$ cat src/rtl/dtx_pkg.sv
package dtx_pkg;

  typedef enum logic [2:0] {
    OUT_ACCEPT  = 3'd0,
    OUT_UNDEF   = 3'd1,
    OUT_TRAP_L1 = 3'd2,
    OUT_TRAP_L2 = 3'd3,
    OUT_TRAP_L3 = 3'd4,
    OUT_HYP     = 3'd5,
    OUT_MON     = 3'd6
  } outcome_e;

  localparam int unsigned SYN_W = 8;
  localparam logic [SYN_W-1:0] SYN_MOVE = 8'h05;
  localparam logic [SYN_W-1:0] SYN_LOAD = 8'h06;
  localparam logic [SYN_W-1:0] SYN_NONE = 8'h00;

  typedef struct packed {
    logic l1_is64;
    logic l2_present;
    logic l2_is64;
    logic l3_present;
    logic l3_is64;
  } ctx_t;

  typedef struct packed {
    logic l1_trap_comms;
    logic l1_user_dis;
    logic l2_trap_gen;
    logic l2_trap_comms;
    logic l2_trap_dbgexc;
    logic l2_trap_dbgacc;
    logic l3_trap_comms;
    logic l3_trap_dbgacc;
  } traps_t;

  typedef struct packed {
    outcome_e         kind;
    logic [SYN_W-1:0] syn;
  } verdict_t;

  // Checks owned by level 3, in priority order.
  function automatic outcome_e l3_checks(ctx_t c, traps_t t);
    outcome_e r;
    r = OUT_ACCEPT;
    if (c.l3_present && c.l3_is64 && t.l3_trap_comms)       r = OUT_TRAP_L3;
    else if (c.l3_present && !c.l3_is64 && t.l3_trap_comms) r = OUT_MON;
    else if (c.l3_present && c.l3_is64 && t.l3_trap_dbgacc) r = OUT_TRAP_L3;
    return r;
  endfunction

  // Checks owned by level 2; trap-general joins the pair only for level 0.
  function automatic outcome_e l2_checks(ctx_t c, traps_t t, logic with_gen);
    outcome_e r;
    logic     pair;
    pair = t.l2_trap_dbgexc | t.l2_trap_dbgacc | (with_gen & t.l2_trap_gen);
    r = OUT_ACCEPT;
    if (c.l2_present && c.l2_is64 && t.l2_trap_comms)       r = OUT_TRAP_L2;
    else if (c.l2_present && !c.l2_is64 && t.l2_trap_comms) r = OUT_HYP;
    else if (c.l2_present && c.l2_is64 && pair)             r = OUT_TRAP_L2;
    else if (c.l2_present && !c.l2_is64 && pair)            r = OUT_HYP;
    return r;
  endfunction

endpackage

$ cat src/rtl/dtx_access_check.sv
module dtx_access_check
  import dtx_pkg::*;
(
  input  logic [1:0] priv,
  input  logic       halted,
  input  logic       in_monitor,
  input  logic       is_load,
  input  ctx_t       ctx,
  input  traps_t     traps,
  output verdict_t   verdict
);

  outcome_e kind;
  logic     zero_syn;
  outcome_e k2;
  outcome_e k3;

  always_comb begin
    zero_syn = 1'b0;
    kind     = OUT_ACCEPT;
    k2       = l2_checks(ctx, traps, (priv == 2'd0));
    k3       = l3_checks(ctx, traps);
    if (!halted) begin
      unique case (priv)
        2'd3: begin
          if (!in_monitor && traps.l3_trap_comms) kind = OUT_MON;
        end
        2'd2: kind = k3;
        2'd1: kind = (k2 != OUT_ACCEPT) ? k2 : k3;
        default: begin
          if (ctx.l1_is64 && traps.l1_trap_comms) begin
            kind = (ctx.l2_present && ctx.l2_is64 && traps.l2_trap_gen)
                   ? OUT_TRAP_L2 : OUT_TRAP_L1;
          end else if (!ctx.l1_is64 && traps.l1_user_dis) begin
            if (ctx.l2_present && ctx.l2_is64 && traps.l2_trap_gen) begin
              kind = OUT_TRAP_L2;
            end else if (ctx.l2_present && !ctx.l2_is64 && traps.l2_trap_gen) begin
              kind     = OUT_HYP;
              zero_syn = 1'b1;
            end else begin
              kind = OUT_UNDEF;
            end
          end else begin
            kind = (k2 != OUT_ACCEPT) ? k2 : k3;
          end
        end
      endcase
    end
  end

  always_comb begin
    verdict.kind = kind;
    if (kind == OUT_ACCEPT || kind == OUT_UNDEF || zero_syn) verdict.syn = SYN_NONE;
    else verdict.syn = is_load ? SYN_LOAD : SYN_MOVE;
  end

endmodule

$ cat src/rtl/dtx_store.sv
module dtx_store #(
  parameter int unsigned W              = 32,
  parameter bit          KEEP_ON_REFILL = 1'b1
) (
  input  logic         clk,
  input  logic         rst_n,
  input  logic         wr_en,
  input  logic [W-1:0] wr_word,
  input  logic         rd_ready,
  output logic         full,
  output logic [W-1:0] word
);

  logic rd_fire;
  logic take_new;

  assign rd_fire = full & rd_ready;

  // Policy for a write into a full register (contents unspecified either way).
  generate
    if (KEEP_ON_REFILL) begin : g_keep
      assign take_new = ~full | rd_fire;
    end else begin : g_take
      assign take_new = 1'b1;
    end
  endgenerate

  always_ff @(posedge clk) begin
    if (!rst_n) begin
      full <= 1'b0;
      word <= '0;
    end else if (wr_en) begin
      full <= 1'b1;
      if (take_new) word <= wr_word;
    end else if (rd_fire) begin
      full <= 1'b0;
    end
  end

endmodule

$ cat src/rtl/dtx_result_reg.sv
module dtx_result_reg
  import dtx_pkg::*;
(
  input  logic             clk,
  input  logic             rst_n,
  input  logic             req,
  input  verdict_t         verdict,
  output logic             res_valid,
  output logic [2:0]       res_kind,
  output logic [SYN_W-1:0] res_syndrome
);

  always_ff @(posedge clk) begin
    if (!rst_n) begin
      res_valid    <= 1'b0;
      res_kind     <= 3'd0;
      res_syndrome <= '0;
    end else begin
      res_valid <= req;
      if (req) begin
        res_kind     <= verdict.kind;
        res_syndrome <= verdict.syn;
      end
    end
  end

endmodule

$ cat src/rtl/dbg_tx_channel.sv
module dbg_tx_channel
  import dtx_pkg::*;
#(
  parameter int unsigned DATA_W         = 32,
  parameter bit          KEEP_ON_REFILL = 1'b1
) (
  input  logic              clk,
  input  logic              rst_n,
  input  logic              wr_valid,
  output logic              wr_ready,
  input  logic [DATA_W-1:0] wr_data,
  input  logic              wr_is_load,
  input  logic [1:0]        priv,
  input  logic              halted,
  input  logic              in_monitor,
  input  logic              l1_is64,
  input  logic              l2_present,
  input  logic              l2_is64,
  input  logic              l3_present,
  input  logic              l3_is64,
  input  logic              l1_trap_comms,
  input  logic              l1_user_dis,
  input  logic              l2_trap_gen,
  input  logic              l2_trap_comms,
  input  logic              l2_trap_dbgexc,
  input  logic              l2_trap_dbgacc,
  input  logic              l3_trap_comms,
  input  logic              l3_trap_dbgacc,
  output logic              res_valid,
  output logic [2:0]        res_kind,
  output logic [7:0]        res_syndrome,
  output logic              rd_valid,
  input  logic              rd_ready,
  output logic [DATA_W-1:0] rd_data
);

  ctx_t     ctx;
  traps_t   traps;
  verdict_t verdict;
  logic     accept;

  assign wr_ready = 1'b1;

  assign ctx = '{l1_is64: l1_is64, l2_present: l2_present, l2_is64: l2_is64,
                 l3_present: l3_present, l3_is64: l3_is64};

  assign traps = '{l1_trap_comms: l1_trap_comms, l1_user_dis: l1_user_dis,
                   l2_trap_gen: l2_trap_gen, l2_trap_comms: l2_trap_comms,
                   l2_trap_dbgexc: l2_trap_dbgexc, l2_trap_dbgacc: l2_trap_dbgacc,
                   l3_trap_comms: l3_trap_comms, l3_trap_dbgacc: l3_trap_dbgacc};

  dtx_access_check u_check (
    .priv       (priv),
    .halted     (halted),
    .in_monitor (in_monitor),
    .is_load    (wr_is_load),
    .ctx        (ctx),
    .traps      (traps),
    .verdict    (verdict)
  );

  assign accept = wr_valid & (verdict.kind == OUT_ACCEPT);

  dtx_store #(.W(DATA_W), .KEEP_ON_REFILL(KEEP_ON_REFILL)) u_store (
    .clk      (clk),
    .rst_n    (rst_n),
    .wr_en    (accept),
    .wr_word  (wr_data),
    .rd_ready (rd_ready),
    .full     (rd_valid),
    .word     (rd_data)
  );

  dtx_result_reg u_result (
    .clk          (clk),
    .rst_n        (rst_n),
    .req          (wr_valid),
    .verdict      (verdict),
    .res_valid    (res_valid),
    .res_kind     (res_kind),
    .res_syndrome (res_syndrome)
  );

endmodule

$ cat config.mk
export PLATFORM = sky130hd
export DESIGN_NAME = dbg_tx_channel
export DESIGN_NICKNAME = d
export VERILOG_FILES = /design/src/rtl/dtx_pkg.sv /design/src/rtl/dtx_access_check.sv /design/src/rtl/dtx_store.sv /design/src/rtl/dtx_result_reg.sv /design/src/rtl/dbg_tx_channel.sv
export SDC_FILE = /design/constraint.sdc
export NUM_CORES = 1
export LEC_CHECK = 0
export ABC_AREA = 0
export BUFFER_PORTS_ARGS = -buffer_cell sky130_fd_sc_hd__buf_2
export CORE_MARGIN = 5
export CORE_UTILIZATION = 40
export CTS_CLUSTER_SIZE = 30
export DETAILED_ROUTE_END_ITERATION = 8
export PLACE_DENSITY_LB_ADDON = 0.3
export SLEW_MARGIN = 20
export SYNTH_ARGS = -nofsm -noshare
export SYNTH_HDL_FRONTEND = slang
export SYNTH_SLANG_ARGS = --single-unit
$ cat constraint.sdc
create_clock -name clk -period 2.05 [get_ports clk]
set_clock_uncertainty 0.1 [all_clocks]
set_input_delay 0.205 -clock clk [delete_from_list [all_inputs] [get_ports clk]]
set_output_delay 0.205 -clock clk [all_outputs]
set_load 0.02 [all_outputs]
==> results of run 1 <==
## per-stage QoR
step	instance area (um^2)	hold slack (ns)	utilization, %	TNS, ns
floorplan	1900	0.219	-	-1.38
global placement	2410	0.322	51.8	-5.46
detailed placement	2410	0.336	51.8	-6.83
CTS	2530	0.0215	54.4	0
global route	2620	0.0297	56.2	-0.00588
finish	2620	0.0275	56.2	0
## critical path, delay by kind of cell
family          cells  cell delay, ns
compound gates      2            0.52
buf+inv             3            0.44
mux                 1            0.12
simple gates        3            0.81
## power breakdown
group / switching [mW] / total, mW / internal [mW]
sequential: 0.0273 / 0.861 / 0.834
combinational: 0.248 / 0.446 / 0.197
clock: 0.278 / 0.676 / 0.398
total: 0.554 / 1.98 / 1.43
## worst max path at each step
| stage | cells after the start | start | endpoint | slack (ns) |
|---|---|---|---|---|
| global placement | 8 | priv[0] | u_store.word[31] | -0.17 |
| CTS | 8 | priv[0] | u_store.word[2] | 0.09 |
| finish | 9 | priv[0] | u_store.word[10] | 0.03 |
| global route | 9 | priv[0] | u_store.word[17] | -0.006 |
| floorplan | 7 | priv[0] | u_store.word[0] | -0.05 |
| detailed placement | 8 | priv[0] | u_store.word[2] | -0.22 |
## cell type report
cell class	count	area [um^2]	share of cell area, %
multi-input cells	158	1010	38.5
flip-flops and latches	40	801	30.6
repair buffers	108	607	23.2
clock buffers	6	82.6	3.15
well taps	54	67.6	2.58
clock inverters	2	38.8	1.48
inverters	4	15.0	0.573
## synthesized netlist by cell type
cell / instances
a32oi_2: 1
or2b_1: 1
nand2_1: 74
or3b_4: 1
o31ai_1: 1
nor2_1: 2
nor3b_1: 1
or3_1: 3
and2_1: 1
o211ai_1: 1
a21bo_1: 1
clkbuf_1: 8
nor4_4: 1
buf_6: 3
o31a_1: 1
a311oi_1: 3
o21a_1: 1
o32a_1: 1
nor2b_1: 4
mux2i_1: 34
a221oi_2: 1
o211a_1: 1
conb_1: 2
o21ai_0: 3
buf_4: 6
a21boi_1: 1
nand2b_1: 2
nor3_1: 4
nand3b_1: 3
a21oi_1: 3
and4b_1: 1
o41ai_1: 1
inv_1: 4
dfxtp_1: 40
## state kept, by name (all words and copies together) (netlist names)
| signal | flops |
|---|---|
| u_result.res_syndrome | 3 |
| u_store.full | 1 |
| u_result.res_kind | 3 |
| u_result.res_valid | 1 |
| u_store.word | 32 |
## cells by family after synthesis
kind of cell | after synthesis | synth area share (%)
multiplexers | 34 | 18.0
flip-flops | 40 | 42.5
buffers and inverters | 21 | 6.57
AO/OA/AOI/OAI | 20 | 8.76
AND/OR/NAND/NOR | 98 | 23.8
other | 2 | 0.398
## routing by layer
layer | global-route usage [%] | part of all wire [%] | up-vias
met5 | 0 | 0 | -
met4 | 3.32 | 0.42 | 0
met3 | 6.42 | 9.2 | 2
met2 | 24.7 | 48 | 64
met1 | 15.4 | 43 | 803
li1 | - | - | 911
## timing repair
action,CTS,global route
endpoints found under the setup margin,0,21
setup buffers,0,2
resized for setup,0,9
==> impl_metrics.csv, run 1 <==
group,metric,value,unit
yosys,synth_top_area_share,42.5,%
min_path,min_path_type,"input pin to flop",
setup_path,worstPathMaxFanout,8,
setup_path,reg2regPathDepth,5,
finish,layout-drive-gt1-share,39.0,%
routing,wl_per_cell,12.7,um
routing,routed_wl,4.72,mm
finish,final_common_cell,"buf_2",
grt,track_usage,14.1,%
cts,clockRootBuffer,"clkbuf_8",
sta,period_minus_slack,2.02,ns
pwr,ir_worst_vdd,0.472,mV
yosys,yosysSeqAreaShare,42.5,%
finish,diodes,0,
setup_path,arrival,2.09,ns
finish,most-common-layout-cells,"buf_2 (93), nand2_1 (74), dfxtp_1 (40)",
grt,grt_pass1_wl,7.15,mm
routing,vias,1780,
outcome,outcome,"finished clean",
cts,cts_buffers,5,
sta,worst_slack,0.0335,ns
floorplanning,die_w,78.7,um
floorplanning,coreArea,0.00466,mm^2
setup_path,r2r-end,"u_store.word[10]",
setup_path,path_class,"input pin to flop",
cts,htreeDepth,2,
sta,fmax,496,MHz
sta,hold_viol,0,
floorplanning,placementRows,25,
sta,final_max_slew_viol_count,0,
floorplanning,die_area,0.00619,mm^2
pwr,power_density,757,mW/mm^2
routing,vias_per_cell,4.78,
grt,grt_pass1_vias,1704,
finish,fill_cells,457,
routing,first_iter_violations,51,
grt,grt_max_degree,68,
setup_path,reg2reg_slack,0.59,ns
place,place.detailed.hpwl,3.24,mm
setup_path,cp-start-kind,"input pin",
yosys,synthTopCellsByArea,"dfxtp_1 (42%), mux2i_1 (18%), nand2_1 (15%)",
routing,drtAntennaViolNets,0,
cts,postCtsHoldBufs,0,
routing,drc,0,
pwr,p_leak,1.30,nW
sta,setup_violations,0,
setup_path,crit_slowest_cell,"or3b_4",
yosys,synth_warnings,0,
cts,path_clk_slew,0.08,ns
setup_path,cp.required,2.12,ns
place,gp_congestion,0.784,
finish,nets,371,
finish,final_cells,372,
yosys,avgSynthCellArea,8.77,um^2
cts,cts_tree,"done",
min_path,min_to,"u_result.res_syndrome[0]",
setup_path,worstPathCellList,"buf_2, or3b_4, a21bo_4, or3_4, a32oi_4, nor4_4, buf_4, clkbuf_16, mux2i_1",
cts,clkLatencyLatePin,0.28,ns
cts,clock_path_buffers,2,
yosys,syn-cell-area,0.00189,mm^2
grt,antenna_found_initial,0,
sta,final.period_utilization,98.4,%
floorplanning,start_util,40.5,%
setup_path,reg2reg_from,"u_store.full",
yosys,ys_ff_latch,40,
place,dp.cells,359,
place,dp_slack,-0.224,ns
setup_path,slowest_delay,0.41,ns
min_path,worstHoldStart,"wr_is_load",
yosys,yosysTopAreaCell,"dfxtp_1",
flow_run,cap_violations,0,
pwr,power,1.98,mW
finish,areaGrowthSynthToFinish,38.9,%
min_path,hold_path_depth,2,
setup_path,end_kind,"flop",
cts,clock_sinks,40,
floorplanning,pin_count,100,
yosys,netlist_instances,215,
floorplanning,die_y,78.7,um
routing,first_pass_iters,5,
sta,worstMarginPinSlew,0.602,ns
place,port_buffers,93,
yosys,synth_cell_types,34,
grt,overflow,0,
sta,relSlewSlack,59.9,%
Power figures use the tool's default switching activity.
==> run 2: changes to the inputs <==
CAP_MARGIN = 20   (was not set)
CORE_UTILIZATION = 47   (was 40)
SYNTH_HIERARCHICAL = 1   (was not set)
clock period = 2.3 ns   (was 2.05 ns; I/O delays follow)
==> impl_metrics.csv, run 2 <==
group,metric,value,unit
setup_path,cp-start-kind,"input pin",
floorplanning,die_area,0.00615,mm^2
sta,worst_slack,0.223,ns
cts,postCtsHoldBufs,0,
routing,vias,1840,
finish,register_area,901,um^2
sta,hold_viol,0,
finish,final_common_cell,"buf_2",
finish,layout-drive-gt1-share,38.1,%
yosys,async_reset_ff_share,0,%
cts,clkLatencyLatePin,0.29,ns
pwr,ir_worst_vdd,0.367,mV
routing,first_pass_iters,4,
sta,fmax,482,MHz
yosys,syn-cell-area,0.00220,mm^2
setup_path,arrival,2.20,ns
cts,htreeDepth,2,
grt,overflow,0,
floorplanning,die_w,78.5,um
yosys,avgSynthCellArea,9.41,um^2
cts,clock_path_buffers,2,
sta,relSlewSlack,63.1,%
cts,clock_sinks,45,
floorplanning,die_y,78.5,um
yosys,synth_most_common_cell,"nand2_1",
grt,grt_pass1_vias,1775,
grt,grt_max_degree,49,
yosys,ys_ff_latch,45,
pwr,power_density,636,mW/mm^2
cts,path_clk_slew,0.09,ns
setup_path,end_kind,"flop",
yosys,synth_warnings,6,
yosys,synth_top_area_share,40.9,%
finish,multi_input_area,0.00113,mm^2
finish,most-common-layout-cells,"buf_2 (98), nand2_1 (67), dfxtp_1 (45)",
sta,period_minus_slack,2.08,ns
finish,nets,386,
yosys,synth-edff-count,0,
routing,drtAntennaViolNets,0,
finish,fill_cells,430,
min_path,min_path_type,"input pin to flop",
grt,antenna_found_initial,0,
finish,final_area,0.00280,mm^2
setup_path,cp.required,2.42,ns
routing,first_iter_violations,51,
place,place.detailed.hpwl,3.54,mm
floorplanning,placementRows,25,
yosys,synthTopCellsByArea,"dfxtp_1 (41%), mux2i_1 (20%), nand2_1 (11%)",
cts,post_cts_resized,0,
finish,areaGrowthSynthToFinish,27.1,%
grt,track_usage,15.2,%
place,gp_congestion,0.854,
place,dp_slack,-0.0929,ns
finish,largest_reg_flops,32,
setup_path,path_class,"input pin to flop",
grt,grt_pass1_wl,7.58,mm
yosys,netlist_instances,234,
yosys,yosysTopAreaCell,"dfxtp_1",
pwr,p_leak,1.39,nW
yosys,synth_cell_types,40,
outcome,outcome,"finished clean",
cts,cts_tree,"done",
floorplanning,coreArea,0.00463,mm^2
flow_run,cap_violations,0,
cts,post_cts_buffers,0,
setup_path,worstPathMaxFanout,19,
place,placed_area,0.00271,mm^2
finish,largest_register,"u_store/word",
finish,final_util,60.5,%
routing,wl_per_cell,12.2,um
finish,diodes,0,
routing,drc,0,
sta,worstMarginPinSlew,0.547,ns
finish,reg_top3,"u_store/word: 32 flops, u_result/res_syndrome: 8 flops, u_result/res_kind: 3 flops",
floorplanning,pin_count,100,
sta,final_max_slew_viol_count,0,
sta,final.setup.tns,0,ns
place,port_buffers,98,
yosys,synth_common_cells,"nand2_1 (67), dfxtp_1 (45), mux2i_1 (43)",
yosys,yosysSeqAreaShare,40.9,%
floorplanning,start_util,47.6,%
cts,clockRootBuffer,"clkbuf_8",
routing,vias_per_cell,4.75,
cts,cts_buffers,5,
sta,final.period_utilization,90.3,%
routing,routed_wl,4.73,mm
sta,rsz0062_at_grt,"false",
sta,setup_violations,0,
yosys,synth-main-ff-cell,"dfxtp_1",
run 2: critical path, stage by stage:
cell and delay (ns):
buf_2 0.11, nor3b_2 0.16, o41ai_4 0.31, o22a_2 0.21, a22oi_2 0.06, and2_1 0.18
nor4b_2 0.27, nor2b_4 0.26, buf_12 0.20, mux2i_1 0.22
run 2: logic make-up (layout without fill, tap and decap cells):
family | Yosys count | count (layout) | synth area share (%)
other | 2 | 6 | 0.341
DFF | 45 | 45 | 40.9
buffers and inverters | 25 | 120 | 8.86
and+or+nand+nor | 99 | 99 | 21.9
muxes | 44 | 44 | 20.2
AOI/OAI and AO/OA | 19 | 19 | 7.78
run 2: layout make-up:
cell class	count	share of cell area (%)
Tap cell	54	2.41
Inverter	5	0.671
Multi-Input combinational cell	168	40.2
Timing Repair Buffer	107	21.3
Clock inverter	3	0.760
Sequential cell	45	32.2
Clock buffer	5	2.46
run 2: path summary, 6_finish.rpt:
kind,start,to,slack [ns],cells past startpoint
setup / recovery,l2_trap_gen,u_store/word[10],0.22,10
hold / removal,wr_data[1],u_store/word[1],0.07,3
setup reg to reg,u_store/full,u_store/word[10],1.10,4
hold reg to reg,u_store/word[1],u_store/word[1],0.36,2
run 2: report_power, final:
part	switching, mW	internal (mW)	total, mW
registers	0.0278	0.836	0.864
logic	0.231	0.191	0.422
clock network	0.278	0.216	0.494
total	0.537	1.24	1.78
run 2: metrics by stage:
step                power (mW)  hold slack (ns)  std cells
floorplan                 1.18            0.258        238
global placement          1.30            0.339        379
detailed placement        1.31            0.345        379
CTS                       1.82           0.0515        387
global route              1.88           0.0431        387
finish                    1.78           0.0660        387
run 2: layer usage:
metal / global-route usage [%] / vias up / part of all wire [%]
met5: 0 / - / 0
met4: 4.72 / 0 / 0.42
met3: 5.28 / 2 / 7.8
met2: 25.9 / 62 / 47
met1: 17.8 / 813 / 44
li1: - / 963 / -
==> run 3: changes to the inputs <==
ABC_AREA = 1   (was 0)
CORE_UTILIZATION = 48   (was 47)
==> impl_metrics.csv, run 3 <==
group,metric,value,unit
routing,routed_wl,5.36,mm
pwr,power,1.88,mW
sta,final.setup.tns,0,ns
floorplanning,die_area,0.00645,mm^2
finish,final_common_cell,"buf_2",
setup_path,cp-start-kind,"input pin",
sta,worstMarginPinSlew,0.764,ns
finish,fill_cells,483,
setup_path,reg2reg_from,"u_store/full",
setup_path,crit_family,"simple AND/OR/NAND/NOR gates",
finish,layout-drive-gt1-share,26.8,%
place,gp_congestion,0.901,
pwr,ir_worst_vdd,0.224,mV
cts,clock_sinks,45,
cts,post_cts_resized,0,
grt,overflow,0,
yosys,synth_warnings,6,
yosys,async_reset_ff_share,0,%
pwr,p_leak,1.68,nW
grt,grt_pass1_vias,1998,
cts,clockRootBuffer,"clkbuf_8",
place,port_buffers,98,
cts,cts_tree,"done",
routing,first_pass_iters,4,
finish,largest_register,"u_store/word",
setup_path,worstPathCellList,"buf_2, nor2_4, nand2_2, nand2_4, nand3_1, nand3_1, nand2_1, nand3_1, inv_1, inv_1, nand2_1, nor2_4, buf_12, nand3_1, nand2_1, nor2_1",
finish,nets,510,
yosys,netlist_instances,369,
yosys,synth_xor_area_share,0,%
setup_path,critPathBufInv,4,
yosys,ys_ff_latch,45,
floorplanning,coreArea,0.00475,mm^2
floorplanning,die_y,80.3,um
min_path,min_path_type,"input pin to flop",
grt,grt_pass1_wl,8.52,mm
sta,setup_violations,0,
yosys,synth-main-ff-cell,"dfxtp_1",
finish,multi_input_area,0.00104,mm^2
cts,post_cts_buffers,0,
finish,reg_top3,"u_store/word: 32 flops, u_result/res_syndrome: 8 flops, u_result/res_kind: 3 flops",
cts,path_clk_slew,0.08,ns
flow_run,cap_violations,0,
finish,most-common-layout-cells,"buf_2 (98), nand2_1 (73), nor2_1 (68)",
setup_path,slowest_delay,0.27,ns
cts,postCtsHoldBufs,0,
sta,final_max_slew_viol_count,0,
cts,cts_buffers,5,
floorplanning,placementRows,25,
floorplanning,die_w,80.3,um
routing,drtAntennaViolNets,0,
setup_path,cp_common_cell,"nand3_1",
grt,track_usage,16.5,%
yosys,yosysTopAreaCell,"dfxtp_1",
yosys,synth_mux_area_share,0,%
setup_path,end_kind,"flop",
sta,rsz0062_at_grt,"false",
yosys,avgSynthCellArea,6.43,um^2
sta,final.period_utilization,79.4,%
min_path,worstHoldStart,"wr_data[8]",
routing,vias,2324,
setup_path,cp.required,2.38,ns
finish,diodes,0,
yosys,synthTopCellsByArea,"dfxtp_1 (38%), nand2_1 (12%), nor2_1 (11%)",
place,placed_area,0.00283,mm^2
yosys,synth_most_common_cell,"nand2_1",
floorplanning,pin_count,100,
yosys,yosys.area_share.simple,34.6,%
setup_path,crit_slowest_cell,"nor2_4",
routing,vias_per_cell,4.44,
yosys,synth_fa_ha_area_share,0,%
grt,grt_max_degree,46,
cts,htreeDepth,2,
yosys,yosysSeqAreaShare,38.0,%
finish,largest_reg_flops,32,
cts,clock_path_buffers,2,
sta,fmax,548,MHz
routing,first_iter_violations,93,
setup_path,path_class,"input pin to flop",
yosys,syn-cell-area,0.00237,mm^2
place,place.detailed.hpwl,4.04,mm
sta,period_minus_slack,1.83,ns
yosys,synth_common_cells,"nand2_1 (74), nor2_1 (69), inv_1 (63)",
setup_path,arrival,1.91,ns
yosys,synth_compound_area_share,7.96,%
cts,clkLatencyLatePin,0.28,ns
yosys,synth-edff-count,0,
sta,relSlewSlack,49.0,%
yosys,synth_top_area_share,38.0,%
pwr,power_density,647,mW/mm^2
finish,final_area,0.00291,mm^2
sta,hold_viol,0,
yosys,synth_cell_types,22,
setup_path,worstPathMaxFanout,28,
routing,drc,0,
yosys,synth_top_family_by_area,"simple AND/OR/NAND/NOR gates",
routing,wl_per_cell,10.2,um
grt,antenna_found_initial,0,
outcome,outcome,"finished clean",
finish,areaGrowthSynthToFinish,22.8,%
setup_path,crit_start,"priv[1]",
finish,final_util,61.3,%
floorplanning,start_util,49.9,%
finish,register_area,901,um^2
run 3: final cells by class:
type                            count  share of cell area [%]
Sequential cell                    45                    30.9
Inverter                           66                    8.50
Tap cell                           67                    2.88
Timing Repair Buffer              103                    19.0
Clock buffer                        7                    2.96
Multi-Input combinational cell    235                    35.8
run 3: metal layers:
layer,global-route usage (%),share of wire (%),vias to the layer above
met5,0,0,-
met4,7.43,1.3,0
met3,4.04,7.8,7
met2,29.1,49,80
met1,18.7,42,971
li1,-,-,1266
run 3: tightest hold or removal path: cells and delay by family:
kind / cells / cell delay [ns]
buffers and inverters: 2 / 0.10
AND/OR/NAND/NOR: 3 / 0.17
run 3: path summary, 6_finish.rpt:
path                              endpoint  slack, ns  cells past startpoint
setup / recovery          u_store/word[17]       0.47                     16
hold / removal             u_store/word[8]       0.15                      5
setup reg to reg          u_store/word[31]       0.81                      5
hold reg to reg   u_result/res_syndrome[2]       0.37                      2
run 3: report_power, final:
part           switching [mW]  internal [mW]
registers              0.0357          0.853
logic                   0.316          0.197
clock network           0.245          0.239
total                   0.596           1.29
run 3: stage by stage:
stage                     hold slack (ns)  instances  setup slack (ns)
after global routing                0.159        523             0.267
after detailed placement            0.360        516             0.169
after floorplan                     0.250        373             0.515
final                               0.155        523             0.474
after global placement              0.357        516             0.193
after CTS                           0.150        523             0.478
run 3: cells by family (layout without fill, tap and decap cells):
logic type,Yosys count,in the layout
AOI/OAI and AO/OA,36,36
buffers and inverters,93,176
DFF,45,45
other,2,6
and+or+nand+nor,193,193
